`config.mk`:
```
export PLATFORM = sky130hd
export DESIGN_NAME = blkacc_port
export DESIGN_NICKNAME = d
export VERILOG_FILES = /design/src/rtl/blkacc_pkg.sv /design/src/rtl/bap_ptr.sv /design/src/rtl/bap_xfer.sv /design/src/rtl/bap_dreq.sv /design/src/rtl/blkacc_port.sv
export SDC_FILE = /design/constraint.sdc
export NUM_CORES = 1
export LEC_CHECK = 0
export BUFFER_PORTS_ARGS = -buffer_cell sky130_fd_sc_hd__buf_4
export CAP_MARGIN = 30
export CORE_UTILIZATION = 50
export CTS_BUF_LIST = sky130_fd_sc_hd__clkbuf_8
export DETAILED_ROUTE_END_ITERATION = 6
export MAX_ROUTING_LAYER = met4
export PLACE_DENSITY_LB_ADDON = 0.12
export SETUP_SLACK_MARGIN = 0.1
export SYNTH_ARGS = -nofsm -noshare
export SYNTH_HDL_FRONTEND = slang
export SYNTH_SLANG_ARGS = --single-unit
```
`constraint.sdc`:
```
create_clock -name clk -period 1.8 [get_ports clk]
set_input_delay 0 -clock clk [delete_from_list [all_inputs] [get_ports clk]]
set_output_delay 0 -clock clk [all_outputs]
set_load 0.02 [all_outputs]
```
`src/rtl/blkacc_pkg.sv`:
```
package blkacc_pkg;
  localparam int PTR_W = 5;
  localparam int PTR_N = 1 << PTR_W;
  localparam logic [PTR_W-1:0] WALK_FIRST = 5'h02;
  localparam logic [PTR_W-1:0] WALK_LAST  = 5'h1F;

  function automatic logic on_walk(input logic [PTR_W-1:0] p);
    return (p == 5'h02) || (p == 5'h03) || p[3];
  endfunction

  // smallest walk member >= v
  function automatic logic [PTR_W-1:0] walk_ceil(input logic [PTR_W-1:0] v);
    logic [PTR_W-1:0] r;
    logic found;
    r = WALK_FIRST;
    found = 1'b0;
    for (int i = 0; i < PTR_N; i++) begin
      if (!found && (i >= int'(v)) && on_walk(PTR_W'(i))) begin
        r = PTR_W'(i);
        found = 1'b1;
      end
    end
    return r;
  endfunction

  // next walk member strictly above p, wrapping to the first
  function automatic logic [PTR_W-1:0] walk_next(input logic [PTR_W-1:0] p);
    logic [PTR_W-1:0] r;
    logic found;
    r = WALK_FIRST;
    found = 1'b0;
    for (int i = 0; i < PTR_N; i++) begin
      if (!found && (i > int'(p)) && on_walk(PTR_W'(i))) begin
        r = PTR_W'(i);
        found = 1'b1;
      end
    end
    return r;
  endfunction
endpackage

```
`src/rtl/bap_ptr.sv`:
```
module bap_ptr
  import blkacc_pkg::*;
(
  input  logic             clk,
  input  logic             rst,
  input  logic             step,
  input  logic             load,
  input  logic [PTR_W-1:0] load_val,
  output logic [PTR_W-1:0] ptr_q
);
  logic [PTR_W-1:0] ptr_d;

  always_comb begin
    ptr_d = ptr_q;
    if (step)      ptr_d = walk_next(ptr_q);
    else if (load) ptr_d = walk_ceil(load_val);
  end

  always_ff @(posedge clk) begin
    if (rst) ptr_q <= WALK_FIRST;
    else     ptr_q <= ptr_d;
  end

  AST_PTR_ON_WALK: assert property (@(posedge clk) disable iff (rst)
    on_walk(ptr_q));
  AST_PTR_WRAP: assert property (@(posedge clk) disable iff (rst)
    (step && ptr_q == WALK_LAST) |=> (ptr_q == WALK_FIRST));
  AST_PTR_HOLD: assert property (@(posedge clk) disable iff (rst)
    (!step && !load) |=> $stable(ptr_q));
endmodule

```
`src/rtl/bap_xfer.sv`:
```
module bap_xfer
  import blkacc_pkg::*;
#(
  parameter int DW  = 8,
  parameter int TAW = 16,
  parameter logic [TAW-1:0] TGT_BASE = 16'h0500
) (
  input  logic             clk,
  input  logic             rst,
  input  logic             acc_wr,
  input  logic             acc_rd,
  input  logic             ptr_rd,
  input  logic [PTR_W-1:0] ptr_q,
  input  logic [DW-1:0]    wdata,
  output logic [TAW-1:0]   tgt_addr,
  output logic             tgt_wr,
  output logic             tgt_rd,
  output logic [DW-1:0]    tgt_wdata,
  input  logic [DW-1:0]    tgt_rdata,
  output logic [DW-1:0]    hst_rdata,
  output logic             hst_rvalid
);
  localparam int HI_W = TAW - PTR_W;
  localparam logic [HI_W-1:0] BASE_HI = TGT_BASE[TAW-1:PTR_W];

  logic             s1_ptr;
  logic [PTR_W-1:0] s1_val;

  // stage 1: target strobe / pointer capture
  always_ff @(posedge clk) begin
    if (rst) begin
      tgt_wr    <= 1'b0;
      tgt_rd    <= 1'b0;
      tgt_addr  <= {BASE_HI, WALK_FIRST};
      tgt_wdata <= '0;
      s1_ptr    <= 1'b0;
      s1_val    <= WALK_FIRST;
    end else begin
      tgt_wr <= acc_wr;
      tgt_rd <= acc_rd;
      s1_ptr <= ptr_rd;
      s1_val <= ptr_q;
      if (acc_wr || acc_rd) tgt_addr <= {BASE_HI, ptr_q};
      if (acc_wr) tgt_wdata <= wdata;
    end
  end

  // stage 2: host read return
  always_ff @(posedge clk) begin
    if (rst) begin
      hst_rvalid <= 1'b0;
      hst_rdata  <= '0;
    end else begin
      hst_rvalid <= tgt_rd || s1_ptr;
      if (tgt_rd)      hst_rdata <= tgt_rdata;
      else if (s1_ptr) hst_rdata <= {{(DW-PTR_W){1'b0}}, s1_val};
    end
  end

  AST_TGT_EXCL: assert property (@(posedge clk) disable iff (rst)
    !(tgt_wr && tgt_rd));
  AST_RD_RETURN: assert property (@(posedge clk) disable iff (rst)
    tgt_rd |=> hst_rvalid);
  AST_RD_DATA: assert property (@(posedge clk) disable iff (rst)
    tgt_rd |=> (hst_rdata == $past(tgt_rdata)));
  AST_ADDR_HI: assert property (@(posedge clk) disable iff (rst)
    (tgt_wr || tgt_rd) |-> (tgt_addr[TAW-1:PTR_W] == BASE_HI));
  AST_ADDR_WALK: assert property (@(posedge clk) disable iff (rst)
    (tgt_wr || tgt_rd) |-> on_walk(tgt_addr[PTR_W-1:0]));
endmodule

```
`src/rtl/bap_dreq.sv`:
```
module bap_dreq #(
  parameter int HAW = 16,
  parameter logic [HAW-1:0] ACC_ADDR = 16'h0100
) (
  input  logic           clk,
  input  logic           rst,
  input  logic           tmr_req,
  input  logic [HAW-1:0] dma_dst,
  output logic           dma_req
);
  always_ff @(posedge clk) begin
    if (rst) dma_req <= 1'b0;
    else     dma_req <= tmr_req && (dma_dst == ACC_ADDR);
  end

  AST_DREQ_SRC: assert property (@(posedge clk) disable iff (rst)
    dma_req |-> $past(tmr_req));
endmodule

```
`src/rtl/blkacc_port.sv`:
```
module blkacc_port
  import blkacc_pkg::*;
#(
  parameter int HAW = 16,
  parameter int DW  = 8,
  parameter int TAW = 16,
  parameter logic [HAW-1:0] ACC_ADDR = 16'h0100,
  parameter logic [HAW-1:0] PTR_ADDR = 16'h0101,
  parameter logic [TAW-1:0] TGT_BASE = 16'h0500
) (
  input  logic           clk,
  input  logic           rst,
  input  logic [HAW-1:0] hst_addr,
  input  logic           hst_we,
  input  logic           hst_re,
  input  logic [DW-1:0]  hst_wdata,
  output logic [DW-1:0]  hst_rdata,
  output logic           hst_rvalid,
  output logic [TAW-1:0] tgt_addr,
  output logic           tgt_wr,
  output logic           tgt_rd,
  output logic [DW-1:0]  tgt_wdata,
  input  logic [DW-1:0]  tgt_rdata,
  input  logic           tmr_req,
  input  logic [HAW-1:0] dma_dst,
  output logic           dma_req
);
  logic hit_acc, hit_ptr, do_wr, do_rd;
  logic acc_wr, acc_rd, ptr_wr, ptr_rd;
  logic [PTR_W-1:0] ptr_q;

  always_comb begin
    hit_acc = (hst_addr == ACC_ADDR);
    hit_ptr = (hst_addr == PTR_ADDR);
    do_wr   = hst_we;
    do_rd   = hst_re && !hst_we;
    acc_wr  = hit_acc && do_wr;
    acc_rd  = hit_acc && do_rd;
    ptr_wr  = hit_ptr && do_wr;
    ptr_rd  = hit_ptr && do_rd;
  end

  bap_ptr u_ptr (
    .clk      (clk),
    .rst      (rst),
    .step     (acc_wr || acc_rd),
    .load     (ptr_wr),
    .load_val (hst_wdata[PTR_W-1:0]),
    .ptr_q    (ptr_q)
  );

  bap_xfer #(.DW(DW), .TAW(TAW), .TGT_BASE(TGT_BASE)) u_xfer (
    .clk        (clk),
    .rst        (rst),
    .acc_wr     (acc_wr),
    .acc_rd     (acc_rd),
    .ptr_rd     (ptr_rd),
    .ptr_q      (ptr_q),
    .wdata      (hst_wdata),
    .tgt_addr   (tgt_addr),
    .tgt_wr     (tgt_wr),
    .tgt_rd     (tgt_rd),
    .tgt_wdata  (tgt_wdata),
    .tgt_rdata  (tgt_rdata),
    .hst_rdata  (hst_rdata),
    .hst_rvalid (hst_rvalid)
  );

  bap_dreq #(.HAW(HAW), .ACC_ADDR(ACC_ADDR)) u_dreq (
    .clk     (clk),
    .rst     (rst),
    .tmr_req (tmr_req),
    .dma_dst (dma_dst),
    .dma_req (dma_req)
  );

  AST_NO_STRAY_STROBE: assert property (@(posedge clk) disable iff (rst)
    (!(hst_we || hst_re) || !(hit_acc || hit_ptr)) |=> (!tgt_wr && !tgt_rd));
  AST_PTRWR_QUIET: assert property (@(posedge clk) disable iff (rst)
    ptr_wr |=> !tgt_wr && !tgt_rd);
endmodule

```
======== After elaboration in Yosys (flattened, before gate mapping) ========
Cells that the tools add are included.
W data, S select, Z words.
cells by class
  $lt $le $gt $ge ......................... 35
  eq/ne operators ......................... 3
  multiplexer cells ....................... 123
  reduce and logical (&&, ||, !) cells .... 77
operator list
  kind                   count
  $mux W5                26
  $mux W1                87
  $eq A16 B9 Y1 const B  3
  $ge A4 B5 Y1 const A   8
  $gt A4 B5 Y1 const A   8
  $gt A5 B5 Y1 const A   8
  $logic_and A1 B1 Y1    39
  $ge A5 B5 Y1 const A   7
  $logic_not A1 Y1       34
  $mux W4                8
  $mux W8                2
  $ge A2 B5 Y1 const A   2
  $gt A2 B5 Y1 const A   2
  $reduce_bool A2 Y1     2
  $logic_or A1 B1 Y1     2
storage, ports and cells
  register bits ........................... 36
  bits of input ports ..................... 53
  output and inout port bits .............. 36
  logic and storage cells ................. 248

======== Logic depth before layout (Yosys ltp) ========
  word-level depth ........................ 88
  depth in mapped cells ................... 6
  mapped depth without buffers ............ 5

======== Cells and area by module ========
From an unflattened synthesis, not the netlist that was laid out.
unflattened totals
  cell total of the unflattened synthesis .. 184
  area, all modules ....................... 1,754.2 um2
modules (own cells, without submodules)
  module       times used  cells an instance  area an instance (um2)  seq. area each (um2)
  bap_xfer     1           117                1,179.9                 600.6
  bap_ptr      1           43                 369.1                   100.1
  blkacc_port  1           16                 116.4                   0.0
  bap_dreq     1           8                  88.8                    20.0

======== Worst setup path before layout ========
Ideal clock, no wire load.
  path type ............................... register to register
  from .................................... register u_xfer.tgt_rd
  to ...................................... register u_xfer.hst_rdata[2]
  setup time .............................. 0.128 ns
  data arrival time ....................... 1.181 ns
  data required time ...................... 1.672 ns
  slack ................................... 0.491 ns
  cell stages (with the launch flop) ...... 6
  path buffers ............................ 2
  clock period less this slack ............ 1.309 ns
  cell sequence ........................... dfxtp_1 -> clkbuf_1 -> clkbuf_1 -> nor2_1 -> a21oi_1 -> nor2_1
on the way
  cells in the longest elaborated chain, start to end .. 1
  elaborated cells between the ends (all ways) .. 2
  classes of those cells .................. mux: 1; reduce/logical: 1
ends and longest elaborated chain
  what                                           RTL line        text
  start, declared                                bap_xfer.sv:17  output logic tgt_rd,
  start signal, assigned                         bap_xfer.sv:40  tgt_rd <= acc_rd;
  $mux W8 or $reduce_bool A2 Y1 (tied branches)  n/a
  end signal, assigned                           bap_xfer.sv:55  if (tgt_rd) hst_rdata <= tgt_rdata;
  end signal, assigned                           bap_xfer.sv:56  else if (s1_ptr) hst_rdata <= {{(DW-PTR_W){1'b0}}, s1_val};
  end, declared                                  bap_xfer.sv:20  output logic [DW-1:0] hst_rdata,
Several ways; a longest one is shown, not always the timed one.
A chain may end at the register's enable or synchronous reset.

======== Worst setup path after layout ========
  from .................................... input hst_addr[0]
  to ...................................... register u_ptr.ptr_q[3]
on the way
  cells in the longest elaborated chain, start to end .. 4
  elaborated cells between the ends (all ways) .. 8
  classes of those cells .................. eq/ne: 2; mux: 1; reduce/logical: 5
ends and longest elaborated chain
  what                                           RTL line                              text
  start, declared                                blkacc_port.sv:13                     input logic [HAW-1:0] hst_addr,
  $eq A16 B9 Y1                                  blkacc_port.sv:33                     hit_acc = (hst_addr == ACC_ADDR);
  $logic_and A1 B1 Y1, on equally long branches  blkacc_port.sv:37, blkacc_port.sv:38
  $logic_or A1 B1 Y1                             blkacc_port.sv:46                     .step (acc_wr || acc_rd),
  $mux W5 or $reduce_bool A2 Y1 (tied branches)  n/a
  end signal, assigned                           bap_ptr.sv:21                         else ptr_q <= ptr_d;
  end, declared                                  bap_ptr.sv:9                          output logic [PTR_W-1:0] ptr_q
Several ways; a longest one is shown, not always the timed one.

==> impl_metrics.env <==
export IMPL_cp_start_kind="input port"
export IMPL_period_share_pct=77.8
export IMPL_nets=331
export IMPL_critPathMaxFanout=9
export IMPL_io_buffers=77
export IMPL_mostFrequentLayoutCells="buf_4 (78), dfxtp_1 (36), nor2_1 (29), a21oi_1 (21), dlygate4sd3_1 (19)"
export IMPL_grt_max_degree=37
export IMPL_syn_area_per_cell_um2=8.90
export IMPL_cts_max_level=2
export IMPL_start_util_pct=53.9
export IMPL_core_um2=3100
export IMPL_cts_sinks=36
export IMPL_cts_buffers=5
export IMPL_cap_violations=0
export IMPL_synth_warnings=0
export IMPL_yosys_area_top_type="dfxtp_1"
export IMPL_slew_headroom_pct=62.6
export IMPL_netlist_instances=188
export IMPL_fin_cells=322
export IMPL_worstReg2RegStart="u_ptr.ptr_q[1]"
export IMPL_drc=0
export IMPL_drtIter0Drc=68
export IMPL_cts_resized=0
export IMPL_dieArea_um2=3580
export IMPL_cts_root_buf="clkbuf_8"
export IMPL_slew_violations=0
export IMPL_diodes=0
export IMPL_antenna_found_initial=0
export IMPL_clk_latency_ps=280
export IMPL_end_kind="flip-flop"
export IMPL_worst_hold_startpoint="hst_re"
export IMPL_synth_cell_types=43
export IMPL_grt_setup_unrepaired="false"
export IMPL_p_total_mw=1.59
export IMPL_p_comb_share_pct=12.0
export IMPL_grt_use_total_pct=26.1
export IMPL_drtAntennaViolNets=0
export IMPL_io_pins=89
export IMPL_gp_congestion=0.842
export IMPL_dpl_cell_count=296
export IMPL_switching_power_uw=338
export IMPL_grt_pass1_wl_mm=6.75
export IMPL_peakVddDrop_mv=0.402
export IMPL_critPathArrivalTime_ps=1560
export IMPL_std_cell_rows=20
export IMPL_area_growth_pct=48.8
export IMPL_required_ps=1960
export IMPL_drive_gt1_share_pct=33.5
export IMPL_synth_seq_cells=36
export IMPL_final_common_cell="buf_4"
export IMPL_postCtsSetupRepairBufs=0
export IMPL_power_per_cell_area_nw_per_um2=637
export IMPL_overflow=0
export IMPL_die_x_um=59.8
export IMPL_hold_viol=0
export IMPL_ys_top_cells_by_area="dfxtp_1 (43%), mux2i_1 (8.4%), nor2_1 (6.5%), a21oi_1 (6.3%), buf_4 (4.9%)"
export IMPL_min_period_ps=1400
export IMPL_seqPwrFrac_pct=50.2
export IMPL_clockBufferDepth=2
export IMPL_power_internal_mw=1.25
export IMPL_wirelength_mm=3.91
export IMPL_fin_setup_tns_ps=0
export IMPL_switching_share_pct=21.3
export IMPL_tightest_slew_ps=561
export IMPL_die_y_um=59.8
export IMPL_num_vias=1625
export IMPL_yosys_area_top_type_share_pct=43.1
export IMPL_crit_type="in -> reg"
export IMPL_drt_pass1_iter_count=4
export IMPL_fmaxAchievable_ghz=0.714
export IMPL_startpoint="hst_addr[0]"
export IMPL_setup_viol=0
export IMPL_p_leak_nw=1.06
export IMPL_pwr_share_clk_pct=37.8
export IMPL_cts_hold_buffers=19
export IMPL_skew_ps=3.54
export IMPL_status="finished clean"
export IMPL_vias_per_cell=5.05
export IMPL_netlist_area_um2=1670
export IMPL_wl_per_cell_um=12.1
export IMPL_dp_hpwl_mm=2.72
export IMPL_grt_pass1_vias=1666
export IMPL_cts_clk_slew_worst_paths_ps=60
export IMPL_cts_tree="built"
export IMPL_hold_path_class="in -> reg"
export IMPL_ys_seq_area_share_pct=43.1
[layout make-up]
cell class	count	area, um2
fillers	224	614
inverters	1	3.75
repair buffers	97	776
well taps	44	55.1
flip-flops and latches	36	721
clock buffers	7	96.3
multi-input cells	137	837
[worst max-delay path, cell delays in order]
cell           delay [ps]
dlygate4sd3_1         540
buf_4                 170
o21bai_1              270
or2_0                 360
o211ai_1              140
a21oi_1                80
[cell usage after synthesis (all sizes together)]
| library cell | instances |
|---|---|
| and2 | 1 |
| nand3 | 3 |
| nor3b | 4 |
| nor2b | 4 |
| xnor2 | 1 |
| buf | 15 |
| dfxtp | 36 |
| and3 | 1 |
| nor4b | 4 |
| a21oi | 21 |
| nand3b | 1 |
| nand4 | 4 |
| a22oi | 1 |
| o221ai | 1 |
| mux2i | 14 |
| a21o | 1 |
| a32oi | 1 |
| o21ai | 3 |
| conb | 2 |
| nand2 | 11 |
| and4 | 1 |
| o32ai | 1 |
| o21bai | 1 |
| o211ai | 1 |
| or3 | 2 |
| clkbuf | 8 |
| nor3 | 3 |
| nor2 | 30 |
| nor4 | 7 |
| nand2b | 2 |
| inv | 1 |
| or2 | 2 |
[registers in the layout, indices dropped and copies added (netlist names)]
register and cells:
u_ptr.ptr_q 5, u_xfer.hst_rvalid 1, u_xfer.s1_ptr 1, u_xfer.tgt_rd 1, u_xfer.tgt_wr 1, u_xfer.tgt_wdata 8
u_xfer.tgt_addr 5, u_xfer.hst_rdata 8, u_xfer.s1_val 5, u_dreq.dma_req 1
[metrics by stage]
stage / util (%) / worst slack [ps] / hold WS, ps / cell area, um2
2_1_floorplan: - / 491 / 76.0 / 1710
3_3_place_gp: 71.0 / 325 / 164 / 2200
3_5_place_dp: 71.0 / 301 / 166 / 2200
4_1_cts: 80.2 / 420 / 1.82 / 2490
5_1_grt: 80.2 / 289 / 12.7 / 2490
6_report: 80.2 / 399 / 12.3 / 2490
[power groups by stage]
stage               registers [mW]  logic (mW)  clock network (mW)
finish                       0.796       0.190               0.599
global route                 0.796       0.204               0.651
CTS                          0.796       0.188               0.619
detailed placement           0.814       0.157                   0
global placement             0.814       0.156                   0
floorplan                    0.814      0.0729                   0
[cells by family (layout without fill, tap and decap cells)]
kind of cell	after synthesis	in the layout	share of synthesized area, %
AND/OR/NAND/NOR	80	80	28.1
flip-flops	36	36	43.1
AO/OA/AOI/OAI	31	31	10.5
buffers and inverters	24	105	8.90
multiplexers	14	14	8.38
other	2	11	0.449
XOR/XNOR	1	1	0.524
[layer usage]
layer	global-route usage, %	vias up	routed length (um)
li1	-	806	-
met1	26.4	739	1550
met2	45.1	68	2010
met3	6.28	12	242
met4	15.9	0	104
met5	-	-	0
[path summary, 6_finish.rpt]
check	slack, ps	depth (start not counted)	endpoint
setup reg to reg	540	5	u_ptr.ptr_q[4]
hold / removal	10	3	u_xfer.tgt_rd
setup / recovery	400	6	u_ptr.ptr_q[3]
hold reg to reg	460	2	u_xfer.tgt_addr[3]
No activity file was read; power rests on OpenSTA's default activity.
